File: src/rtl/padcfg_pkg.sv
package padcfg_pkg;

  // Pad word bit positions; the host software decodes these, so they are fixed.
  localparam int TX_BIT    = 0;
  localparam int RXS_BIT   = 1;
  localparam int TXDIS_BIT = 3;
  localparam int RXDIS_BIT = 4;
  localparam int OWN_BIT   = 27;
  localparam int OPT_LSB   = 14;
  localparam int OPT_MSB   = 23;
  localparam int OPT_W     = OPT_MSB - OPT_LSB + 1;

  typedef enum logic [1:0] {
    REG_NONE,
    REG_PTR,
    REG_LOCK,
    REG_PAD
  } reg_kind_e;

  typedef struct packed {
    logic own;
    logic rxdis;
    logic txdis;
    logic rxs;
    logic tx;
  } pad_bits_t;

  function automatic logic [31:0] pad_word(pad_bits_t b, logic [OPT_W-1:0] opt);
    logic [31:0] w;
    w = '0;
    w[TX_BIT]            = b.tx;
    w[RXS_BIT]           = b.rxs;
    w[TXDIS_BIT]         = b.txdis;
    w[RXDIS_BIT]         = b.rxdis;
    w[OWN_BIT]           = b.own;
    w[OPT_MSB:OPT_LSB]   = opt;
    return w;
  endfunction

endpackage

File: src/rtl/padcfg_addr_dec.sv
module padcfg_addr_dec
  import padcfg_pkg::*;
#(
  parameter int ADDR_W     = 12,
  parameter int NUM_PINS   = 128,
  parameter int PAD_BASE   = 32'h100,
  parameter int LOCK_WORDS = 4,
  localparam int PIN_W     = $clog2(NUM_PINS),
  localparam int LW_W      = (LOCK_WORDS > 1) ? $clog2(LOCK_WORDS) : 1
) (
  input  logic [ADDR_W-1:0] addr,
  output reg_kind_e         kind,
  output logic [PIN_W-1:0]  pin_idx,
  output logic [LW_W-1:0]   lock_idx
);

  localparam logic [31:0] LOCK_HI = 32'(LOCK_WORDS);
  localparam logic [31:0] PAD_LO  = 32'(PAD_BASE / 4);
  localparam logic [31:0] PAD_HI  = 32'(PAD_BASE / 4 + NUM_PINS);

  logic [31:0] word_a;
  assign word_a = 32'(addr) >> 2;

  always_comb begin
    kind     = REG_NONE;
    pin_idx  = '0;
    lock_idx = '0;
    if (word_a == 32'd0) begin
      kind = REG_PTR;
    end else if (word_a <= LOCK_HI) begin
      kind     = REG_LOCK;
      lock_idx = LW_W'(word_a - 32'd1);
    end else if (word_a >= PAD_LO && word_a < PAD_HI) begin
      kind    = REG_PAD;
      pin_idx = PIN_W'(word_a - PAD_LO);
    end
  end

endmodule

File: src/rtl/padcfg_sync.sv
module padcfg_sync #(
  parameter int W = 128
) (
  input  logic         clk,
  input  logic         rst,
  input  logic [W-1:0] d,
  output logic [W-1:0] q
);

  logic [W-1:0] meta_q;

  always_ff @(posedge clk) begin
    if (rst) begin
      meta_q <= '0;
      q      <= '0;
    end else begin
      meta_q <= d;
      q      <= meta_q;
    end
  end

endmodule

File: src/rtl/padcfg_opt_ram.sv
module padcfg_opt_ram #(
  parameter int DEPTH = 128,
  parameter int W     = 10,
  localparam int AW   = $clog2(DEPTH)
) (
  input  logic          clk,
  input  logic          we,
  input  logic [AW-1:0] waddr,
  input  logic [W-1:0]  wdata,
  input  logic          re,
  input  logic [AW-1:0] raddr,
  output logic [W-1:0]  rdata
);

  logic [W-1:0] mem [DEPTH];

  // Simple dual-port, read-first, registered read: maps to block RAM.
  always_ff @(posedge clk) begin
    if (we) mem[waddr] <= wdata;
    if (re) rdata <= mem[raddr];
  end

endmodule

File: src/rtl/padcfg_bank.sv
module padcfg_bank
  import padcfg_pkg::*;
#(
  parameter int NUM_PINS = 128,
  parameter int ADDR_W   = 12,
  parameter int PAD_BASE = 32'h100
) (
  input  logic                clk,
  input  logic                rst,
  input  logic                bus_wr,
  input  logic                bus_rd,
  input  logic [ADDR_W-1:0]   bus_addr,
  input  logic [31:0]         bus_wdata,
  output logic [31:0]         bus_rdata,
  output logic                bus_rvalid,
  input  logic [NUM_PINS-1:0] pin_in,
  output logic [NUM_PINS-1:0] pin_out,
  output logic [NUM_PINS-1:0] pin_oe,
  input  logic [NUM_PINS-1:0] lock_strap,
  input  logic [NUM_PINS-1:0] owner_strap
);

  localparam int PIN_W      = $clog2(NUM_PINS);
  localparam int LOCK_WORDS = (NUM_PINS + 31) / 32;
  localparam int LW_W       = (LOCK_WORDS > 1) ? $clog2(LOCK_WORDS) : 1;
  localparam int LOCK_BITS  = LOCK_WORDS * 32;

  // Strap-loaded, read-only state
  logic [NUM_PINS-1:0] lock_q;
  logic [NUM_PINS-1:0] owner_q;
  // Bus-writable pad fields kept in flops (they feed the pins in parallel)
  logic [NUM_PINS-1:0] tx_q;
  logic [NUM_PINS-1:0] txdis_q;
  logic [NUM_PINS-1:0] rxdis_q;
  logic [NUM_PINS-1:0] rx_sync;

  reg_kind_e          dec_kind;
  logic [PIN_W-1:0]   dec_pin;
  logic [LW_W-1:0]    dec_lock;
  logic               wr_pad;

  logic [LOCK_BITS-1:0] lock_ext;
  logic [OPT_W-1:0]     s1_opt;
  logic                 s1_valid;
  reg_kind_e            s1_kind;
  pad_bits_t            s1_bits;
  logic [31:0]          s1_lock;

  logic unused_wbits;
  assign unused_wbits = ^{bus_wdata[31:24], bus_wdata[13:5], bus_wdata[2:1]};

  padcfg_addr_dec #(
    .ADDR_W    (ADDR_W),
    .NUM_PINS  (NUM_PINS),
    .PAD_BASE  (PAD_BASE),
    .LOCK_WORDS(LOCK_WORDS)
  ) dec_i (
    .addr    (bus_addr),
    .kind    (dec_kind),
    .pin_idx (dec_pin),
    .lock_idx(dec_lock)
  );

  padcfg_sync #(.W(NUM_PINS)) sync_i (
    .clk(clk),
    .rst(rst),
    .d  (pin_in),
    .q  (rx_sync)
  );

  // Lock enforcement sits in the write decode: a locked pin never sees a strobe.
  assign wr_pad = bus_wr && (dec_kind == REG_PAD) && !lock_q[dec_pin];

  always_ff @(posedge clk) begin
    if (rst) begin
      lock_q  <= lock_strap;
      owner_q <= owner_strap;
    end
  end

  always_ff @(posedge clk) begin
    if (rst) begin
      tx_q    <= '0;
      txdis_q <= '1;
      rxdis_q <= '0;
    end else if (wr_pad) begin
      tx_q[dec_pin]    <= bus_wdata[TX_BIT];
      txdis_q[dec_pin] <= bus_wdata[TXDIS_BIT];
      rxdis_q[dec_pin] <= bus_wdata[RXDIS_BIT];
    end
  end

  padcfg_opt_ram #(.DEPTH(NUM_PINS), .W(OPT_W)) opt_ram_i (
    .clk  (clk),
    .we   (wr_pad),
    .waddr(dec_pin),
    .wdata(bus_wdata[OPT_MSB:OPT_LSB]),
    .re   (bus_rd),
    .raddr(dec_pin),
    .rdata(s1_opt)
  );

  assign lock_ext = LOCK_BITS'(lock_q);

  // Read stage 1: capture selected fields alongside the RAM read
  always_ff @(posedge clk) begin
    if (rst) begin
      s1_valid <= 1'b0;
      s1_kind  <= REG_NONE;
      s1_bits  <= '0;
      s1_lock  <= '0;
    end else begin
      s1_valid <= bus_rd;
      if (bus_rd) begin
        s1_kind       <= dec_kind;
        s1_bits.tx    <= tx_q[dec_pin];
        s1_bits.rxs   <= rx_sync[dec_pin];
        s1_bits.txdis <= txdis_q[dec_pin];
        s1_bits.rxdis <= rxdis_q[dec_pin];
        s1_bits.own   <= owner_q[dec_pin];
        s1_lock       <= lock_ext[32*int'(dec_lock) +: 32];
      end
    end
  end

  // Read stage 2: registered data mux
  always_ff @(posedge clk) begin
    if (rst) begin
      bus_rvalid <= 1'b0;
      bus_rdata  <= '0;
    end else begin
      bus_rvalid <= s1_valid;
      if (s1_valid) begin
        case (s1_kind)
          REG_PTR:  bus_rdata <= 32'(PAD_BASE);
          REG_LOCK: bus_rdata <= s1_lock;
          REG_PAD:  bus_rdata <= pad_word(s1_bits, s1_opt);
          default:  bus_rdata <= '0;
        endcase
      end
    end
  end

  // Registered pin drive
  always_ff @(posedge clk) begin
    if (rst) begin
      pin_out <= '0;
      pin_oe  <= '0;
    end else begin
      pin_out <= tx_q;
      pin_oe  <= ~txdis_q & owner_q;
    end
  end

endmodule

File: config.mk
export PLATFORM = sky130hd
export DESIGN_NAME = padcfg_bank
export DESIGN_NICKNAME = d
export VERILOG_FILES = /design/src/rtl/padcfg_pkg.sv /design/src/rtl/padcfg_addr_dec.sv /design/src/rtl/padcfg_sync.sv /design/src/rtl/padcfg_opt_ram.sv /design/src/rtl/padcfg_bank.sv
export SDC_FILE = /design/constraint.sdc
export NUM_CORES = 2
export LEC_CHECK = 0
export BUFFER_PORTS_ARGS = -buffer_cell sky130_fd_sc_hd__buf_4
export CAP_MARGIN = 0
export CELL_PAD_IN_SITES_DETAIL_PLACEMENT = 1
export CELL_PAD_IN_SITES_GLOBAL_PLACEMENT = 2
export CORE_ASPECT_RATIO = 0.9
export CORE_UTILIZATION = 46
export CTS_CLUSTER_DIAMETER = 40
export DETAILED_ROUTE_END_ITERATION = 10
export PLACE_DENSITY = 0.82
export SLEW_MARGIN = 20
export SYNTH_ARGS = -nofsm -noshare
export SYNTH_HDL_FRONTEND = slang
export SYNTH_SLANG_ARGS = --single-unit
File: constraint.sdc
create_clock -name clk -period 7.8 [get_ports clk]
set_input_delay 2.34 -clock clk [delete_from_list [all_inputs] [get_ports clk]]
set_output_delay 2.34 -clock clk [all_outputs]
set_load 0.005 [all_outputs]
# After elaboration in Yosys (flattened, before gate mapping)

Memories as Yosys holds them, arrays and structs flattened. A register that Yosys moved wholly into a read port is not among the register bits.
Cells that the tools add are included.

Input port bits: 432
RAM bits: 1280
Bits in read-only memories: 0
Word-level logic and storage cells: 68
Output and inout bits: 289
Memories kept: 1
Bits in latches: 0
Register bits: 1225

Div/mod/pow operators: 0
$lt $le $gt $ge: 5
Bitwise logic cells: 2
Shift-type cells: 1
Reductions and logical operators: 6
Multipliers: 0
Muxes and demuxes: 28
Add/subtract/negate cells: 2
Eq/ne operators: 4

Memory list:

| memory        | depth | width | rd ports | clocked after Yosys merged registers in | write ports | line                 | source |
|---|---|---|---|---|---|---|---|
| opt_ram_i.mem | 128   | 10    | 1        | 1                                       | 1           | padcfg_opt_ram.sv:15 | `logic [W-1:0] mem [DEPTH];` |

Operators with widths:

| cell                                                  | count |
|---|---|
| bitwise mux 128 bit                                   | 3 |
| AND 128 bit                                           | 1 |
| inverter 128 bit                                      | 1 |
| indexed part select 128 x 8 -> 32 bit                 | 1 |
| case mux 32 bit (3 select lines)                      | 1 |
| binary-select mux 1 bit (select 7 bit)                | 6 |
| zero test 32 bit                                      | 1 |
| two-way mux 7 bit                                     | 3 |
| >= comparator 10 x 7 -> 1 bit (second input constant) | 1 |
| <= comparator 10 x 3 -> 1 bit (second input constant) | 1 |
| < comparator 10 x 8 -> 1 bit (second input constant)  | 1 |
| two-way mux 2 bit                                     | 5 |
| two-way mux 1 bit                                     | 9 |
| < comparator 7 x 8 -> 1 bit (second input constant)   | 1 |
| demux 1 bit (select 7 bit)                            | 1 |
| >= comparator 7 x 1 -> 1 bit (second input constant)  | 1 |
| subtractor 7 bit (second input constant)              | 1 |
| equality test 2 bit (second input constant)           | 3 |
| logical AND 1 bit                                     | 4 |
| equality test 2 x 1 -> 1 bit (second input constant)  | 1 |
| subtractor 2 x 1 -> 2 bit (second input constant)     | 1 |
| zero test 1 bit                                       | 1 |

# Longest topological paths before layout

Depth after elaboration: 11
Mapped depth: 17

# Hierarchy

A second synthesis with hierarchy kept.

Cell total of the unflattened synthesis: 5908
Area, all modules: 96505.1 um2

Modules (own cells, without submodules):

| module          | area an instance (um2) | cells an instance | instances |
|---|---|---|---|
| padcfg_opt_ram  | 49454.9                | 1998              | 1 |
| padcfg_bank     | 40027.1                | 3346              | 1 |
| padcfg_sync     | 6864.1                 | 540               | 1 |
| padcfg_addr_dec | 158.9                  | 24                | 1 |

# Least setup slack after synthesis

Ideal clock, no wire load.

Path type: in2reg
From: input port bus_addr[11]
To: memory opt_ram_i.mem[11][0] (enable)
Data arrival time: 5.684 ns
Stages: 12
Required time: 7.410 ns
Setup slack: 1.726 ns
Cells stage by stage: buf_2 > or3b_1 > buf_2 > nor2_1 > mux2_2 > a211oi_1 > and4_1 > clkbuf_1 > nand3_1 > buf_2 > buf_1 > nor3_1

Cells in the longest elaborated chain, start to end: 11

RTL lines:

| what                                                                                 | line                  | source |
|---|---|---|
| from (decl)                                                                          | padcfg_bank.sv:12     | `input logic [ADDR_W-1:0] bus_addr,` |
| >= comparator 10 x 7 -> 1 bit / < comparator 10 x 8 -> 1 bit (equally long branches) | padcfg_addr_dec.sv:33 | `end else if (word_a >= PAD_LO && word_a < PAD_HI) begin` |
| logical AND 1 bit                                                                    | padcfg_addr_dec.sv:33 |  |
| two-way mux 7 bit                                                                    | padcfg_addr_dec.sv:33 |  |
| two-way mux 7 bit                                                                    | padcfg_addr_dec.sv:30 | `end else if (word_a <= LOCK_HI) begin` |
| two-way mux 7 bit                                                                    | padcfg_addr_dec.sv:28 | `if (word_a == 32'd0) begin` |
| binary-select mux 1 bit (select 7 bit)                                               | padcfg_bank.sv:72     | `assign wr_pad = bus_wr && (dec_kind == REG_PAD) && !lock_q[dec_pin];` |
| two-way mux 1 bit (not written as such)                                              | padcfg_bank.sv:72     |  |
| zero test 1 bit                                                                      | padcfg_bank.sv:72     |  |
| logical AND 1 bit                                                                    | padcfg_bank.sv:72     |  |
| two-way mux 1 bit                                                                    | padcfg_opt_ram.sv:19  | `if (we) mem[waddr] <= wdata;` |
| two-way mux 1 bit (not written as such)                                              | padcfg_opt_ram.sv:19  |  |
| to (decl)                                                                            | padcfg_opt_ram.sv:15  |  |

Parallel ways exist; a longest one is shown, timed or not. The select of a mux whose other input is x is not followed.

# Final worst setup path

From: input port bus_addr[9]
To: memory opt_ram_i.mem[56][2] (enable)

Same word-level chain as after synthesis.

==> summary.md <==
| Metric | Value |
|---|---|
| CTS tree | `yes` |
| Final setup violation count | `0` |
| Pin count of the biggest net entering global routing | `168` |
| Initial antenna violation count | `37` |
| Initial Utilization | `0.463` |
| Fmax | `0.155 GHz` |
| Clock root buffer | `clkbuf_16` |
| Top FF cell, synth | `edfxtp_1` |
| Design area | `117,000 sq um` |
| # hold bufs at CTS | `0` |
| Max-slew headroom | `0.209` |
| Power density cells | `273 nW/um^2` |
| CTS max path bufs | `4` |
| Synth cell count leaders | `edfxtp_1 (1,546), dfxtp_1 (969), mux2i_1 (446), nor2b_1 (428), nand2_1 (414)` |
| HP Class | `reg -> reg` |
| Worst r2r src | `lock_ext[13]$_DFFE_PP_` |
| Worst Setup SP | `bus_addr[9]` |
| Power after layout | `31.9 mW` |
| Met3 wire length | `44.7 mm` |
| Routed WL | `384 mm` |
| First-pass GRT wire length | `532 mm` |
| DR DRC count | `0` |
| IO Port Bufs | `699` |
| Critical path, cell by cell | `buf_4 -> xor2_4 -> nand2_4 -> o21ai_0 -> a31oi_1 -> nor4_1 -> and4_1 -> nand3_1 -> inv_1` |
| Pre-CTS WS | `0.685 ns` |
| DR WL met2 | `174 mm` |
| Die W | `482 um` |
| Post-Place Cell Area | `105,000 sq um` |
| Area of the mapped netlist | `95,500 sq um` |
| Post-CTS setup buffers | `0` |
| Metal-1 WL | `144 mm` |
| Routed vias/inst | `6.42` |
| Placed cell count | `10,133` |
| Max-cap violation count | `0` |
| CP endpoint kind | `flip-flop` |
| Layout area overhead | `22.3%` |
| Clk slew on worst S/H paths | `0.06 ns` |
| Mapped Cells | `6,925` |
| Synthesized net count | `7,358` |
| TritonCTS Buffers | `346` |
| EDFF count, synth | `1,546` |
| WL/cell | `35.7 um` |
| Worst-Skew Late Latency | `0.99 ns` |
| Final Util | `0.566` |
| Worst stage delay on the critical path | `0.89 ns` |
| Setup WS post-layout | `1.36 ns` |
| Hold EP | `sync_i.q[83]$_SDFF_PP0_` |
| Tcrit/Tclk final | `0.825` |
| Synth top area cells | `edfxtp_1 (49%), dfxtp_1 (20%), mux2i_1 (4.7%), nor2b_1 (2.8%), mux4_2 (1.8%)` |
| Chip Height | `434 um` |
| Share of the synthesized area in the top cell type | `0.486` |
| Die ar. | `209,000 sq um` |
| Reg2Reg Setup Slack | `3.43 ns` |
| Worst path top cell family by delay | `simple AND/OR/NAND/NOR gates` |
| Clk sinks | `2,515` |
| GRT Total Usage | `0.360` |
| Final hold vios | `0` |
| Fin nets | `8,195` |
| Total core area | `206,000 sq um` |
| # resized after CTS | `0` |
| Post-synthesis register bit count | `2,515` |
| Reg2Reg Depth | `8` |
| Number of global-route vias before repair | `70,155` |
| Worst hold start | `sync_i.meta_q[83]$_SDFF_PP0_` |
| WHS Path Cells | `1` |
| Critical Path RT | `8.37 ns` |
| H-tree levels | `5` |
| Buf/Inv on CP | `2` |
| Synth warnings | `0` |
| Routed Antenna Nets | `0` |
| Distinct cells, synth | `90` |
| Detailed placement HPWL | `245 mm` |
| Vias | `69,061` |
| # rows | `158` |
| Grt ovf | `0` |
| Startpoint Class | `input port` |
| Max reg flops | `1,280` |
| Unrepaired setup endpoints after global routing | `no` |
| Ports | `721` |
| Area leader, netlist | `edfxtp_1` |
| Crit Path Max Fanout | `17` |
| CP Depth | `9` |
| Worst Path Arrival | `7.01 ns` |
| Setup Total Neg Slack | `0 ns` |
| Sequential element share of the synthesized area | `0.689` |
| First-pass iteration count of the detailed router | `7` |
| GPL Wtd Cong | `0.910` |
| Syn_area_per_cell | `13.8 sq um` |
| Final std cells w/o fill | `10,765` |
| Maximum VDD drop | `0.000256 V` |
| Highest Signal Layer | `met5` |
| RR Endpoint | `opt_ram_i.mem[26][6]$_DFFE_PP_` |
| Clock skew | `0.0825 ns` |
| Worst hold slack | `0.434 ns` |
| Least-Margin Pin Slew | `1.19 ns` |
| Asr flop ratio synth | `0` |
| Most common cell in the netlist | `edfxtp_1` |
| Status | `completed` |
| Leakage | `42.7 nW` |
| Share of cells above drive strength 1 | `0.239` |
| Slew Viols, Final | `0` |
| Post-layout minimum cycle time | `6.44 ns` |
| Top reg by flops | `opt_ram_i.mem` |
| Drt initial violations | `9,032` |
| Kind of critical path | `in -> reg` |
| CP max stage cell | `xor2_4` |
[cells by family after synthesis]
| logic type | count (synthesis) | share of synthesized area |
|---|---|---|
| flops | 2515 | 0.689 |
| simple gates | 1762 | 0.0993 |
| xor+xnor | 2 | 0.000262 |
| mux | 692 | 0.0863 |
| buf+inv | 602 | 0.0268 |
| fa+ha+maj | 1 | 0.000131 |
| compound gates | 1351 | 0.0977 |
[worst reg2reg max path, delay by kind of cell, from the launching register on]
kind	cells	cell delay (ns)
simple gates	5	2.63
mux	1	0.61
flops	1	0.44
compound gates	1	0.08
buf+inv	1	0.30
[layout by cell type (no fill, tap or decap), types with 29 or more instances in the layout]
cell type and instances:
a221oi_1 95, nor3_1 109, o31ai_1 44, bufinv_16 33, inv_6 46, a22oi_1 147, edfxtp_1 1546, mux2_2 136
o22a_1 36, clkbuf_1 51, clkbuf_16 358, nand2b_1 37, clkinv_4 30, o22ai_1 139, nor3b_1 120, a211o_1 32
dfxtp_1 969, mux2i_1 446, a222oi_1 70, nand3_1 150, a211oi_1 50, a31oi_1 34, buf_4 998, nor2b_1 426
buf_12 35, mux4_2 76, nor2_1 261, a21oi_1 256, a22o_1 34, o21ai_0 221, nand2_1 410, inv_1 50
nand4_1 50, clkinvlp_4 29, o211ai_1 43
[how the worst max path moves through the flow]
| stage | to |
|---|---|
| 2_1_floorplan | opt_ram_i.mem[11][0]$_DFFE_PP_ |
| 3_3_place_gp | tx_q[9]$_SDFFE_PP0P_ |
| 3_5_place_dp | tx_q[9]$_SDFFE_PP0P_ |
| 4_1_cts | tx_q[9]$_SDFFE_PP0P_ |
| 5_1_grt | opt_ram_i.mem[56][2]$_DFFE_PP_ |
| 6_report | opt_ram_i.mem[56][2]$_DFFE_PP_ |
[cell type report]
type                            count  area (sq um)
Antenna cell                       12          30.0
Clock buffer                      417          9260
Clock inverter                    202          2300
Fill cell                       19835         89500
Inverter                           53           203
Multi-Input combinational cell   3808         27500
Sequential cell                  2515         65800
Tap cell                         2720          3400
Timing Repair Buffer             1038          8260
[layer usage]
layer | vias to the layer above | GRT usage
met5 | - | 0
met4 | 20 | 0.177
met3 | 1010 | 0.0994
met2 | 4434 | 0.564
met1 | 35570 | 0.460
li1 | 28027 | -
[power by group]
part	switching, mW	internal, mW	total, mW
Clock	6.26	9.68	15.9
Sequential	0.123	14.3	14.4
Combinational	1.04	0.482	1.52
No activity file was read; power rests on OpenSTA's default activity.
